File: config.mk
export PLATFORM = sky130hd
export DESIGN_NAME = ccjs_keygen
export DESIGN_NICKNAME = d
export VERILOG_FILES = /design/src/rtl/ccjs_pkg.sv /design/src/rtl/ccjs_lfsr.sv /design/src/rtl/ccjs_step_calc.sv /design/src/rtl/ccjs_ctrl.sv /design/src/rtl/ccjs_keygen.sv
export SDC_FILE = /design/constraint.sdc
export NUM_CORES = 1
export LEC_CHECK = 0
export CORE_AREA = 10 10 113 141
export DETAILED_ROUTE_END_ITERATION = 7
export DIE_AREA = 0 0 123 151
export DONT_BUFFER_PORTS = 1
export GPL_ROUTABILITY_DRIVEN = 0
export MAX_ROUTING_LAYER = met4
export PLACE_DENSITY = 0.8
export SYNTH_ARGS = -nofsm -noshare
export SYNTH_HDL_FRONTEND = slang
export SYNTH_SLANG_ARGS = --single-unit
File: constraint.sdc
create_clock -name clk_i -period 2.9 [get_ports clk_i]
set_clock_uncertainty 0.05 [all_clocks]
set_input_delay 0.58 -clock clk_i [delete_from_list [all_inputs] [get_ports clk_i]]
set_output_delay 0.58 -clock clk_i [all_outputs]
set_load 0.1 [all_outputs]
File: src/rtl/ccjs_pkg.sv
package ccjs_pkg;
    typedef enum logic [2:0] {
        ST_CTRL  = 3'b100,
        ST_GEN_A = 3'b010,
        ST_GEN_B = 3'b001
    } ctl_state_e;
endpackage

File: src/rtl/ccjs_lfsr.sv
module ccjs_lfsr #(
    parameter int             LEN  = 7,
    parameter logic [LEN-1:0] TAPS = 'h3
) (
    input  logic           clk_i,
    input  logic           rst_ni,
    input  logic           load_i,
    input  logic           step_i,
    input  logic [LEN-1:0] seed_i,
    output logic [LEN-1:0] state_o,
    output logic           bit_o
);
    logic [LEN-1:0] state_d, state_q;

    always_comb begin
        state_d = state_q;
        if (load_i) begin
            state_d = (seed_i == '0) ? LEN'(1) : seed_i;
        end else if (step_i) begin
            state_d = {^(state_q & TAPS), state_q[LEN-1:1]};
        end
    end

    always_ff @(posedge clk_i) begin
        if (!rst_ni) state_q <= LEN'(1);
        else         state_q <= state_d;
    end

    assign state_o = state_q;
    assign bit_o   = state_q[0];
endmodule

File: src/rtl/ccjs_step_calc.sv
module ccjs_step_calc #(
    parameter int L1 = 64,
    parameter int W  = 2,
    parameter int IW = $clog2(L1)
) (
    input  logic [L1-1:0]   r1_i,
    input  logic [W*IW-1:0] idx_i,
    output logic [W:0]      delta_o
);
    logic [W-1:0] picked;

    for (genvar k = 0; k < W; k++) begin : g_pick
        logic [L1-1:0] hot;
        assign hot       = {{(L1-1){1'b0}}, 1'b1} << idx_i[k*IW +: IW];
        assign picked[k] = |(hot & r1_i);
    end

    assign delta_o = {1'b0, picked} + (W+1)'(1);
endmodule

File: src/rtl/ccjs_ctrl.sv
module ccjs_ctrl
    import ccjs_pkg::*;
#(
    parameter int W = 2
) (
    input  logic       clk_i,
    input  logic       rst_ni,
    input  logic       load_i,
    input  logic       sel_i,
    input  logic [W:0] delta_a_i,
    input  logic [W:0] delta_b_i,
    output ctl_state_e state_o,
    output logic [2:0] en_o,
    output logic       done_o
);
    typedef struct packed {
        ctl_state_e st;
        logic [W:0] cnt;
    } ctl_s;

    ctl_s ctl_d, ctl_q;

    always_comb begin
        ctl_d  = ctl_q;
        en_o   = 3'b000;
        done_o = 1'b0;
        if (load_i) begin
            ctl_d.st  = ST_CTRL;
            ctl_d.cnt = '0;
        end else begin
            case (ctl_q.st)
                ST_CTRL: begin
                    en_o = 3'b100;
                    if (sel_i) begin
                        ctl_d.st  = ST_GEN_A;
                        ctl_d.cnt = delta_a_i - (W+1)'(1);
                    end else begin
                        ctl_d.st  = ST_GEN_B;
                        ctl_d.cnt = delta_b_i - (W+1)'(1);
                    end
                end
                ST_GEN_A, ST_GEN_B: begin
                    en_o = (ctl_q.st == ST_GEN_A) ? 3'b010 : 3'b001;
                    if (ctl_q.cnt == '0) begin
                        ctl_d.st = ST_CTRL;
                        done_o   = 1'b1;
                    end else begin
                        ctl_d.cnt = ctl_q.cnt - (W+1)'(1);
                    end
                end
                default: begin
                    ctl_d.st  = ST_CTRL;
                    ctl_d.cnt = '0;
                end
            endcase
        end
    end

    always_ff @(posedge clk_i) begin
        if (!rst_ni) begin
            ctl_q.st  <= ST_CTRL;
            ctl_q.cnt <= '0;
        end else begin
            ctl_q <= ctl_d;
        end
    end

    assign state_o = ctl_q.st;
endmodule

File: src/rtl/ccjs_keygen.sv
module ccjs_keygen
    import ccjs_pkg::*;
#(
    parameter int            L1    = 64,
    parameter int            L2    = 7,
    parameter int            L3    = 5,
    parameter int            W     = 2,
    parameter int            MODE  = 1,
    parameter logic [L1-1:0] TAP1  = 'h1B,
    parameter logic [L2-1:0] TAP2  = 'h03,
    parameter logic [L3-1:0] TAP3  = 'h05,
    localparam int           IW    = $clog2(L1)
) (
    input  logic            clk_i,
    input  logic            rst_ni,
    input  logic            load_i,
    input  logic [L1-1:0]   seed1_i,
    input  logic [L2-1:0]   seed2_i,
    input  logic [L3-1:0]   seed3_i,
    input  logic [W*IW-1:0] idx_a_i,
    input  logic [W*IW-1:0] idx_b_i,
    output logic            key_o,
    output logic            valid_o
);
    typedef struct packed {
        logic valid;
    } top_s;

    top_s          top_d, top_q;
    ctl_state_e    ctl_state;
    logic [2:0]    step_en;
    logic          round_done;
    logic [W:0]    delta_a, delta_b;
    logic [L1-1:0] r1_state;
    logic [L2-1:0] r2_state;
    logic [L3-1:0] r3_state;
    logic          b1, b2, b3;

    ccjs_step_calc #(.L1(L1), .W(W), .IW(IW)) u_calc_a (
        .r1_i(r1_state), .idx_i(idx_a_i), .delta_o(delta_a)
    );
    ccjs_step_calc #(.L1(L1), .W(W), .IW(IW)) u_calc_b (
        .r1_i(r1_state), .idx_i(idx_b_i), .delta_o(delta_b)
    );

    ccjs_ctrl #(.W(W)) u_ctrl (
        .clk_i(clk_i), .rst_ni(rst_ni), .load_i(load_i),
        .sel_i(r1_state[0]), .delta_a_i(delta_a), .delta_b_i(delta_b),
        .state_o(ctl_state), .en_o(step_en), .done_o(round_done)
    );

    ccjs_lfsr #(.LEN(L1), .TAPS(TAP1)) u_r1 (
        .clk_i(clk_i), .rst_ni(rst_ni), .load_i(load_i), .step_i(step_en[2]),
        .seed_i(seed1_i), .state_o(r1_state), .bit_o(b1)
    );
    ccjs_lfsr #(.LEN(L2), .TAPS(TAP2)) u_r2 (
        .clk_i(clk_i), .rst_ni(rst_ni), .load_i(load_i), .step_i(step_en[1]),
        .seed_i(seed2_i), .state_o(r2_state), .bit_o(b2)
    );
    ccjs_lfsr #(.LEN(L3), .TAPS(TAP3)) u_r3 (
        .clk_i(clk_i), .rst_ni(rst_ni), .load_i(load_i), .step_i(step_en[0]),
        .seed_i(seed3_i), .state_o(r3_state), .bit_o(b3)
    );

    always_comb begin
        top_d       = top_q;
        top_d.valid = round_done && !load_i;
    end

    always_ff @(posedge clk_i) begin
        if (!rst_ni) top_q.valid <= 1'b0;
        else         top_q       <= top_d;
    end

    if (MODE == 1) begin : g_mode_all
        assign key_o = b1 ^ b2 ^ b3;
    end else begin : g_mode_gen
        assign key_o = b2 ^ b3;
    end

    assign valid_o = top_q.valid;
endmodule

==> metrics.csv, run 1 <==
metric,value,unit
reg2regPathDepth,7,
wl_per_cell,24.6,microns
nFillCells,1189,
htree_levels,3,
area_growth,3.34,%
grt_pass1_vias,6854,
coreArea,0.0131,sq mm
drive_above_1_share,5.81,%
grt_usage,28.4,%
dr.pass1.iters,8,
syn_nets,1059,
cts_tree,yes,
p_total,3.20,mW
yosysSeqAreaShare,23.3,%
grt_antenna_before_repair,0,
initial_utilization,54.3,%
overflow,0,
die-area,0.0186,sq mm
wirelength,26200,microns
cts_inserted_buffers,9,
dr_wl_met2,11400,microns
powerDensity,435,mW/mm^2
cts_root_buffer,clkbuf_16,
syn_area,0.00712,sq mm
worstSetupPathType,flop to output port,
tightest_slew,0.946,ns
vias_per_cell,6.98,
netlist-cell-type-count,70,
slowest_stage,dfxtp_1,
rrSetupSlack,0.72,ns
seq_area,0.00166,sq mm
postSynthCellCount,954,
postCtsHoldBufs,0,
hp-class,input port to flop,
end_kind,output port,
hold_viol_final,0,
die_w,123,microns
wl_met3,3650,microns
fin_crit,2.23,ns
post_cts_resized,0,
highest_layer,met4,
rows,47,
hold_end,u_r2.state_o[0]$_SDFFE_PN1P_,
cts.clk_slew.worst_paths,0.06,ns
worstHoldStart,rst_ni,
grt_max_degree,155,
drc,8,
nets,997,
dp_hpwl,18500,microns
maxSlewViolCount,0,
required,2.27,ns
clkLatencyLatePin,0.35,ns
cts_sinks,83,
relSlewSlack,36.8,%
drt-initial-drc-count,1084,
vias,7443,
grt_first_pass_wirelength,39600,microns
setup_viol,0,
slowest_delay,0.60,ns
ant_nets,0,
arrival,1.60,ns
antenna_cells,0,
fmaxAchievable,448,MHz
cp_cell_sequence,xnor2_1 > xnor2_2 > buf_4,
critPathMaxFanout,6,
synth_edf_count,0,
status,"finished, violations left",
wl_met1,8990,microns
start_kind,flop,
rsz0062_at_grt,false,
io_buffers,0,
failed_checks,DRC,
ys_ff_latch,83,
synthFlopType,dfxtp_1,
holdPathStages,1,
vdd_drop_max,475,uV
ios,105,
postCtsSetupBuffers,0,
async_reset_ff_share,0,%
multiInputGateArea,0.00505,sq mm
die_h,151,microns
timing.rr.end,u_ctrl.ctl_q[0]$_SDFFE_PP0P_,
tns,0,ns
clock_path_buffers,2,
r2r-start,u_r1.state_o[21]$_SDFFE_PN0P_,
ys_warn_count,0,
syn_area_per_cell,7.47,sq um
final_core_util,56.1,%
p_leak,2.72,nW
cap_viol_max_count,0,
finalCritPeriodShare,77.1,%
cell usage after synthesis, types with 4 or more instances:
master / instances / area (sq um)
a211oi_1: 11 / 82.6
a21oi_1: 23 / 115
a22o_1: 10 / 87.6
a22oi_1: 20 / 150
a311oi_1: 4 / 35.0
a31oi_1: 22 / 138
a32oi_1: 9 / 78.8
a41oi_1: 4 / 35.0
and2_1: 78 / 488
and3_1: 4 / 25.0
buf_1: 6 / 22.5
buf_2: 20 / 100
clkbuf_1: 52 / 195
dfxtp_1: 83 / 1660
inv_1: 18 / 67.6
mux2_2: 19 / 214
mux2i_1: 94 / 941
nand2_1: 109 / 409
nand2b_1: 14 / 87.6
nand3_1: 16 / 80.1
nand3b_1: 10 / 75.1
nand4_1: 12 / 75.1
nor2_1: 46 / 173
nor2b_1: 22 / 138
nor3_1: 21 / 105
nor3b_1: 10 / 75.1
nor4_1: 20 / 125
nor4b_1: 6 / 52.6
nor4bb_1: 4 / 40.0
o21ai_0: 100 / 500
o22ai_1: 12 / 75.1
o31ai_1: 6 / 45.0
o32ai_1: 8 / 70.1
xnor2_1: 7 / 61.3
worst max-delay path, delay by kind of cell, from the launching register on:
family | cells | cell delay (ns)
xor+xnor | 2 | 0.36
buf+inv | 1 | 0.30
flops | 1 | 0.60
per-layer routing:
layer	up-vias	GRT usage, %
met5	-	-
met4	0	19.8
met3	194	9.91
met2	547	41.3
met1	3310	32.0
li1	3392	-
sequential cells by signal (all words and copies together), names as in the netlist:
signal / cells
u_r1.state_o: 64
u_r2.state_o: 7
u_r3.state_o: 5
u_ctrl.ctl_q: 3
u_ctrl.state_o: 3
valid_o: 1
where the power goes:
part / internal [mW] / switching (mW) / leakage [nW]
clock: 0.744 / 0.455 / 0.145
combinational: 0.309 / 0.300 / 1.89
sequential: 1.21 / 0.184 / 0.684
total: 2.26 / 0.939 / 2.72
worst max path at each step:
stage                                             start                           end  cells past startpoint
after floorplan            u_r1.state_o[0]$_SDFFE_PN1P_                         key_o                      3
final                      u_r1.state_o[0]$_SDFFE_PN1P_                         key_o                      3
after global placement                       idx_a_i[6]  u_ctrl.ctl_q[1]$_SDFFE_PP0P_                      7
after detailed placement                     idx_a_i[6]  u_ctrl.ctl_q[1]$_SDFFE_PP0P_                      7
after CTS                  u_r1.state_o[0]$_SDFFE_PN1P_                         key_o                      3
after global routing      u_r1.state_o[15]$_SDFFE_PN0P_  u_ctrl.ctl_q[1]$_SDFFE_PP0P_                      7
kinds of logic after synthesis:
kind of cell / count (synthesis) / synth area share [%]
simple gates: 382 / 28.6
mux: 114 / 16.4
xor+xnor: 7 / 0.861
buf+inv: 101 / 5.94
fa+ha+maj: 2 / 0.351
compound gates: 265 / 24.5
flops: 83 / 23.3
cell type report:
type | instances | area share, %
Clock inverter | 3 | 0.884
Timing Repair Buffer | 9 | 0.918
Clock buffer | 11 | 3.16
Inverter | 19 | 0.969
Multi-Input combinational cell | 770 | 68.6
Tap cell | 171 | 2.91
Sequential cell | 83 | 22.6
layout by cell type (no fill, tap or decap), types with 6 or more instances in the layout:
master	count
a211oi_1	11
a21oi_1	23
a22o_1	10
a22oi_1	20
a31oi_1	22
a32oi_1	9
and2_1	77
buf_4	9
clkbuf_16	9
dfxtp_1	83
inv_1	18
mux2_2	19
mux2i_1	94
nand2_1	109
nand2b_1	14
nand3_1	16
nand3b_1	10
nand4_1	12
nor2_1	46
nor2b_1	22
nor3_1	21
nor3b_1	10
nor4_1	20
nor4b_1	6
o21ai_0	100
o22ai_1	12
o31ai_1	6
o32ai_1	8
xnor2_1	6
stage by stage:
stage | hold slack [ns] | instance area (sq um) | cells | worst slack (ns)
4_1_cts | 0.263 | 7360 | 1066 | 0.677
3_5_place_dp | 0.450 | 7060 | 1052 | 0.592
3_3_place_gp | 0.440 | 7060 | 1052 | 0.599
5_1_grt | 0.290 | 7360 | 1066 | 0.645
6_report | 0.295 | 7360 | 1066 | 0.665
2_1_floorplan | 0.425 | 7130 | 954 | 0.618
Power figures use the tool's default switching activity.
==> run 2, diff against run 1 <==
--- a/config.mk
+++ b/config.mk
@@ -5,9 +5,10 @@
 export SDC_FILE = /design/constraint.sdc
 export NUM_CORES = 1
 export LEC_CHECK = 0
-export CORE_AREA = 10 10 113 141
+export ABC_AREA = 1
+export CORE_AREA = 10 10 112 139
 export DETAILED_ROUTE_END_ITERATION = 7
-export DIE_AREA = 0 0 123 151
+export DIE_AREA = 0 0 122 149
 export DONT_BUFFER_PORTS = 1
 export GPL_ROUTABILITY_DRIVEN = 0
 export MAX_ROUTING_LAYER = met4
==> constraint.sdc (replaced) <==
create_clock -name clk_i -period 2.3 [get_ports clk_i]
set_clock_uncertainty 0.05 [all_clocks]
set_input_delay 0.46 -clock clk_i [delete_from_list [all_inputs] [get_ports clk_i]]
set_output_delay 0.46 -clock clk_i [all_outputs]
set_load 0.1 [all_outputs]
==> metrics.csv, run 2 <==
metric,value,unit
end_kind,flop,
async_reset_ff_share,0,%
syn_nets,1296,
htree_levels,3,
grt_max_degree,100,
wl_per_cell,22.9,microns
slowest_delay,0.62,ns
postCtsHoldBufs,0,
area_growth,4.55,%
nets,1247,
clkLatencyLatePin,0.35,ns
synth_commonest_cells,"nand2_1, nor2_1, nand3_1, nand4_1, dfxtp_1",
slowest_stage,a2111oi_0,
syn_area,0.00696,sq mm
overflow,0,
seq_area,0.00166,sq mm
synth_xor_area_share,0.881,%
cts_root_buffer,clkbuf_16,
fin_area,0.00727,sq mm
dr.pass1.iters,8,
dp_hpwl,21500,microns
synth_adder_area_share,0.360,%
ios,105,
powerDensity,583,mW/mm^2
multiInputGateArea,0.00468,sq mm
rsz0062_at_grt,false,
synthSimpleGateAreaFrac,51.0,%
die_h,149,microns
synth_mux_area_share,0,%
placed_cells,1302,
final_common_cell,nand2_1,
die-area,0.0182,sq mm
drt-initial-drc-count,1500,
ys_ff_latch,83,
cp_cell_sequence,inv_1 > nor3_4 > nor2_1 > buf_4 > a2111oi_0,
grt_first_pass_wirelength,45400,microns
grt_antenna_before_repair,1,
vdd_drop_max,580,uV
place_area,0.00696,sq mm
cts_inserted_buffers,9,
synth_top_area_share,23.9,%
synth_compound_area_share,14.9,%
grt_usage,33.2,%
hp-class,input port to flop,
layout_common_cells,"nand2_1, nor2_1, nand3_1",
finalCritPeriodShare,89.0,%
syn_area_per_cell,5.84,sq um
synthFlopType,dfxtp_1,
cts.clk_slew.worst_paths,0.07,ns
cap_viol_max_count,0,
layout.cells.non_filler,1319,
vias,8906,
final_core_util,56.0,%
worstSetupPathType,flop to flop,
fmaxAchievable,489,MHz
hold_viol_final,0,
tightest_slew,0.870,ns
clock_path_buffers,2,
synth_area_leader_cell,dfxtp_1,
critPathMaxFanout,17,
relSlewSlack,40.5,%
arrival,2.18,ns
drive_above_1_share,6.19,%
ant_nets,0,
initial_utilization,53.5,%
postSynthCellCount,1191,
maxSlewViolCount,0,
cts_sinks,83,
postCtsSetupBuffers,0,
vias_per_cell,6.75,
ys_warn_count,0,
setup_viol,0,
coreArea,0.0130,sq mm
wirelength,30200,microns
largest_reg_flops,64,
yosysSeqAreaShare,23.9,%
cts_tree,yes,
p_leak,2.97,nW
drc,1,
synth_edf_count,0,
status,"finished, violations left",
post_cts_resized,0,
die_w,122,microns
grt_pass1_vias,7980,
failed_checks,DRC,
synth_most_common_cell,nand2_1,
rows,47,
tns,0,ns
p_total,4.24,mW
ys_top_cells_by_area,"dfxtp_1, nand2_1, nor2_1",
fin_crit,2.05,ns
synth_top_family_by_area,simple AND/OR/NAND/NOR gates,
netlist-cell-type-count,40,
io_buffers,0,
nFillCells,1268,
start_kind,flop,
required,2.43,ns
run 2: cell types whose count changed after synthesis, sizes merged, moves of 42 or more:
cell   before  now
inv        19   79
and2       78    3
nand2     109  281
nand4      12   97
nand3      16  123
mux2i      94    0
nor2       46  219
o21ai     100   58
run 2: kinds of logic after synthesis:
logic type | Yosys count
XOR/XNOR | 7
flip-flops | 83
buffers and inverters | 154
AO/OA/AOI/OAI | 168
adder cells (fa/ha/maj) | 2
AND/OR/NAND/NOR | 777
run 2: area by class of cell:
| cell class | count | share of cell area (%) |
|---|---|---|
| multi-input cells | 954 | 64.4 |
| flip-flops and latches | 83 | 22.8 |
| inverters | 80 | 4.13 |
| clock buffers | 9 | 3.10 |
| well taps | 171 | 2.94 |
| repair buffers | 14 | 1.45 |
| clock inverters | 7 | 1.14 |
| diodes | 1 | 0.0344 |
run 2: final timing paths:
kind / start / end / slack [ns] / depth (start not counted)
worst max register to register: u_ctrl.state_o[2]$_SDFFE_PP1P_ / u_r1.state_o[57]$_SDFFE_PN0P_ / 0.25 / 5
worst min-delay path: load_i / u_r1.state_o[6]$_SDFFE_PN0P_ / 0.16 / 1
worst min register to register: u_ctrl.ctl_q[0]$_SDFFE_PP0P_ / u_ctrl.ctl_q[0]$_SDFFE_PP0P_ / 0.40 / 2
worst max-delay path: u_ctrl.state_o[2]$_SDFFE_PP1P_ / u_r1.state_o[57]$_SDFFE_PN0P_ / 0.25 / 5
run 2: layer usage:
| metal | global-route usage, % | vias to the layer above | routed length [microns] |
|---|---|---|---|
| met1 | 37.4 | 3913 | 9670 |
| met5 | - | - | 0 |
| li1 | - | 4025 | - |
| met2 | 48.0 | 742 | 12700 |
| met3 | 12.7 | 226 | 5340 |
| met4 | 22.0 | 0 | 2560 |
run 2: per-stage QoR:
stage / setup slack (ns) / hold slack (ns)
detailed placement: 0.272 / 0.389
global placement: 0.298 / 0.391
floorplan: 0.162 / 0.376
global route: 0.214 / 0.153
finish: 0.254 / 0.160
CTS: 0.296 / 0.153
run 2: where the power goes:
group	leakage [nW]	switching, mW	internal, mW
combinational	2.14	0.535	0.251
clock	0.150	0.652	0.862
sequential	0.688	0.371	1.57
total	2.97	1.56	2.69
run 2: critical path, delay by kind of cell, from the launching register on:
family	cells	cell delay (ns)
simple gates	2	0.49
flops	1	0.37
buf+inv	2	0.34
compound gates	1	0.62
